`src/rtl/ssr_pkg.sv`:
```
package ssr_pkg;
    typedef enum logic [1:0] {
        MODE_LOGIC = 2'b00,
        MODE_ARITH = 2'b01,
        MODE_ROT   = 2'b10,
        MODE_RSVD  = 2'b11
    } ssr_mode_e;

    localparam int unsigned SEL_W  = 2;
    localparam int unsigned LEGS   = 1 << SEL_W;
endpackage

```
`src/rtl/ssr_mux4.sv`:
```
module ssr_mux4
    import ssr_pkg::*;
(
    input  logic [LEGS-1:0]  leg,
    input  logic [SEL_W-1:0] code,
    output logic             y
);
    always_comb begin
        case (code)
            2'd0:    y = leg[0];
            2'd1:    y = leg[1];
            2'd2:    y = leg[2];
            default: y = leg[3];
        endcase
    end
endmodule

```
`src/rtl/ssr_sign_chk.sv`:
```
module ssr_sign_chk
    import ssr_pkg::*;
(
    input  ssr_mode_e        mode,
    input  logic [SEL_W-1:0] sel,
    input  logic [1:0]       top_bits,
    output logic             err
);
    logic err_d;

    always_comb begin
        err_d = 1'b0;
        if (mode == MODE_ARITH && sel == 2'b11)
            err_d = top_bits[1] ^ top_bits[0];
    end

    assign err = err_d;

    always_comb begin
        if (err) AST_FLAG_SCOPE: assert (mode == MODE_ARITH && sel == 2'b11);
    end
endmodule

```
`src/rtl/step_shift_rotate.sv`:
```
module step_shift_rotate
    import ssr_pkg::*;
#(
    parameter int unsigned WIDTH = 4
) (
    input  logic [WIDTH-1:0] data_in,
    input  logic [1:0]       sel,
    input  logic [1:0]       mode,
    output logic [WIDTH-1:0] data_out,
    output logic             sign_err
);
    localparam int unsigned MSB = WIDTH - 1;

    typedef struct packed {
        logic [WIDTH-1:0] word;
        logic             err;
    } ssr_res_t;

    ssr_mode_e            mode_e;
    logic                 right_fill;
    logic [WIDTH-1:0]     word_d;
    logic                 err_d;
    ssr_res_t             res_d;

    assign mode_e     = ssr_mode_e'(mode);
    assign right_fill = (mode_e == MODE_ARITH) ? data_in[MSB] : 1'b0;

    for (genvar i = 0; i < WIDTH; i++) begin : g_bit
        logic [LEGS-1:0] leg_shift;
        logic [LEGS-1:0] leg_rot;
        logic [LEGS-1:0] leg_sel;
        logic            right_src;
        logic            left_src;

        if (i == MSB) begin : g_top
            assign right_src = right_fill;
        end else begin : g_mid
            assign right_src = data_in[i+1];
        end

        if (i == 0) begin : g_low
            assign left_src = 1'b0;
        end else begin : g_up
            assign left_src = data_in[i-1];
        end

        assign leg_shift = {left_src, right_src, data_in[i], data_in[i]};

        for (genvar k = 0; k < LEGS; k++) begin : g_rot
            assign leg_rot[k] = data_in[(i + k) % WIDTH];
        end

        always_comb begin
            case (mode_e)
                MODE_LOGIC, MODE_ARITH: leg_sel = leg_shift;
                MODE_ROT:               leg_sel = leg_rot;
                default:                leg_sel = {LEGS{data_in[i]}};
            endcase
        end

        ssr_mux4 u_mux (
            .leg  (leg_sel),
            .code (sel),
            .y    (word_d[i])
        );
    end

    ssr_sign_chk u_chk (
        .mode     (mode_e),
        .sel      (sel),
        .top_bits (data_in[MSB -: 2]),
        .err      (err_d)
    );

    always_comb begin
        res_d.word = word_d;
        res_d.err  = err_d;
    end

    assign data_out = res_d.word;
    assign sign_err = res_d.err;

    always_comb begin
        if ((mode_e == MODE_LOGIC || mode_e == MODE_ARITH) && !sel[1])
            AST_PASS_HOLD: assert (data_out == data_in && !sign_err);
        if ((mode_e == MODE_LOGIC || mode_e == MODE_ARITH) && sel == 2'b11)
            AST_LEFT_ZERO_FILL: assert (data_out[0] == 1'b0);
        if (mode_e == MODE_LOGIC && sel == 2'b10)
            AST_LOGIC_TOP_ZERO: assert (data_out[MSB] == 1'b0);
        if (mode_e == MODE_ARITH && sel == 2'b10)
            AST_ARITH_TOP_SIGN: assert (data_out[MSB] == data_in[MSB]);
        if (mode_e == MODE_ROT)
            AST_ROT_KEEPS_ONES: assert ($countones(data_out) == $countones(data_in));
        if (mode_e == MODE_RSVD)
            AST_RSVD_PASS: assert (data_out == data_in && !sign_err);
    end
endmodule

```
`config.mk`:
```
export PLATFORM = sky130hd
export DESIGN_NAME = step_shift_rotate
export DESIGN_NICKNAME = d
export VERILOG_FILES = /design/src/rtl/ssr_pkg.sv /design/src/rtl/ssr_mux4.sv /design/src/rtl/ssr_sign_chk.sv /design/src/rtl/step_shift_rotate.sv
export SDC_FILE = /design/constraint.sdc
export NUM_CORES = 1
export LEC_CHECK = 0
export CORE_AREA = 10 10 47 49
export DETAILED_ROUTE_END_ITERATION = 8
export DIE_AREA = 0 0 57 59
export DONT_BUFFER_PORTS = 1
export PLACE_DENSITY_LB_ADDON = 0.1
export SYNTH_ARGS = -nofsm -noshare
export SYNTH_HDL_FRONTEND = slang
export SYNTH_SLANG_ARGS = --single-unit
```
`constraint.sdc`:
```
create_clock -name vclk -period 1.8
set_input_delay 0.18 -clock vclk [all_inputs]
set_output_delay 0.18 -clock vclk [all_outputs]
set_load 0.02 [all_outputs]
```
==> reports/qor.csv <==
stage,metric,value,unit
yosys,synth.area.top_cells,"buf_4, mux2i_1, nand2_1, buf_6, a31oi_1",
cells_and_area,final_nets,48,
sta,drv_slew,0,
cells_and_area,area_delta_synth_final,-16.2,%
floorplan,chipWidth,57,um
routing,final_antenna_net_count,0,
yosys,synthCells,47,
routing,firstDrtPassIters,4,
clock_tree,ctsHoldBuffers,0,
setup_path,startpoint_type,input port,
min_path,hp-class,input port to output pin,
cells_and_area,fin_cells,54,
global_route,grt_max_degree,13,
setup_path,end_kind,output pin,
setup_path,critPathRequiredTime,1620,ps
floorplan,core_area,1400,um2
global_route,grt_pass1_vias,289,
global_route,grt_pass1_wl,1.48,mm
floorplan,die_area,3360,um2
placement,post-dp-hpwl,732,um
sta,finalSetupViolCount,0,
power,seq_power_share,0,%
routing,routedWlPerCell,17.3,um
yosys,synth_top_area_share,11.6,%
clock_tree,post-cts-setup-buffers,0,
placement,place_ws,614,ps
yosys,synth.distinct_cells,26,
sta,tns,0,ps
power,p_switching,0.0351,mW
sta,worst_slack,634,ps
sta,post-route-min-period,1170,ps
setup_path,setup.worst_path.class,input port to output pin,
yosys,yosysMostFrequentCell,nand2_1,
clock_tree,post_cts_resized,0,
global_route,top_usage_layer,met2,
yosys,avgSynthCellArea,6.89,um2
floorplan,ios,13,
cells_and_area,fin_util,19.4,%
yosys,synth_largest_area_cell,buf_4,
routing,viasPerCell,5.61,
power,leakage,0.0972,nW
global_route,grt_use_total,5.12,%
placement,port_buffers,0,
power,switching_share,56.1,%
routing,drtIter0Drc,5,
min_path,min-delay-start,mode[0],
routing,routed_wl,936,um
global_route,gr-usage-met2,9.46,%
yosys,synth_area,324,um2
placement,placed_cells,54,
power,clkPwrFrac,0,%
sta,worst_pin_slew,542,ps
cells_and_area,layout-drive-gt1-share,7.89,%
cells_and_area,numSequentialCells,0,
yosys,synth_commonest_cells,"nand2_1, buf_4",
global_route,globalRouteMet3Util,1.50,%
run,cap_violations,0,
routing,drc,0,
global_route,antenna_found_initial,0,
placement,place_congestion,0.663,
min_path,min_delay_path_depth,2,
power,peakVddDrop,0.0702,mV
power,pwr-share-comb,100.0,%
global_route,globalRouteMet1Util,5.99,%
routing,vias,303,
sta,max_freq,858,MHz
floorplan,start_util,23.1,%
run_status,outcome,"complete, no violations",
power,p_int,0.0275,mW
sta,finalHoldViolations,0,
floorplan,die_y,59,um
yosys,ys_seq_area_share,0,%
cells_and_area,final-seq-area,0,um2
setup_path,worstPathArrival,990,ps
sta,finalCritPeriodShare,64.8,%
min_path,min_to,sign_err,
global_route,grt.overflow.total,0,
setup_path,crit_fanout,9,
yosys,syn_nets,55,
power,power.density,230,nW/um2
sta,whs,529,ps
yosys,yosys_warnings,0,
cells_and_area,antenna_cells,0,
cells_and_area,clockBufferCount,0,
sta,rsz0062_at_grt,no,
floorplan,fp-row-count,14,
sta,slew_headroom,63.7,%
## final cells by class
| cell class | count | area [um2] |
|---|---|---|
| multi-input combinational | 37 | 248 |
| tap | 16 | 20.0 |
| fill | 174 | 1130 |
| inverter | 1 | 3.75 |
## power groups by stage
stage	Sequential (mW)	Clock (mW)	Combinational (mW)
after floorplan	0	0	0.0870
after global placement	0	0	0.0631
after detailed placement	0	0	0.0637
after CTS	0	0	0.0638
after global routing	0	0	0.0691
final	0	0	0.0625
## stage by stage
| step | area, um2 | power (mW) |
|---|---|---|
| 5_1_grt | 272 | 0.0691 |
| 6_report | 272 | 0.0625 |
| 2_1_floorplan | 324 | 0.0870 |
| 4_1_cts | 272 | 0.0638 |
| 3_5_place_dp | 272 | 0.0637 |
| 3_3_place_gp | 272 | 0.0631 |
## worst max-delay path, stage by stage
cell and delay, ps:
nand2b_4 110, o22ai_2 70, or2_1 210, a31oi_1 410
## logic make-up after synthesis
group                     synth area share (%)
AOI/OAI and AO/OA                         37.1
buffers and inverters                     23.6
xor gates and xnor gates                  2.70
muxes                                     9.27
and+or+nand+nor                           27.4
## cells in the final DEF, fill, tap and decap left out, types with 2 or more instances in the layout
cell type / synthesis / routed
o21ai_0: 3 / 3
mux2i_1: 3 / 3
a31oi_1: 3 / 3
nand2_1: 7 / 7
nand3b_1: 2 / 2
a21oi_1: 3 / 3
nor2_1: 2 / 2
## routing by layer
layer | vias to the layer above | wire length (um)
met3 | 0 | 53
met4 | 0 | 0
met2 | 7 | 458
met1 | 144 | 424
met5 | - | 0
li1 | 152 | -
## worst max-delay path by stage
| stage | end | cells after the start | slack (ps) | start |
|---|---|---|---|---|
| global route | data_out[3] | 4 | 570 | mode[0] |
| finish | data_out[1] | 4 | 630 | mode[0] |
| global placement | data_out[1] | 4 | 610 | mode[0] |
| detailed placement | data_out[1] | 4 | 610 | mode[0] |
| floorplan | data_out[2] | 6 | 650 | sel[1] |
| CTS | data_out[1] | 4 | 610 | mode[0] |
Note: power is estimated with default switching activity, not from simulation.
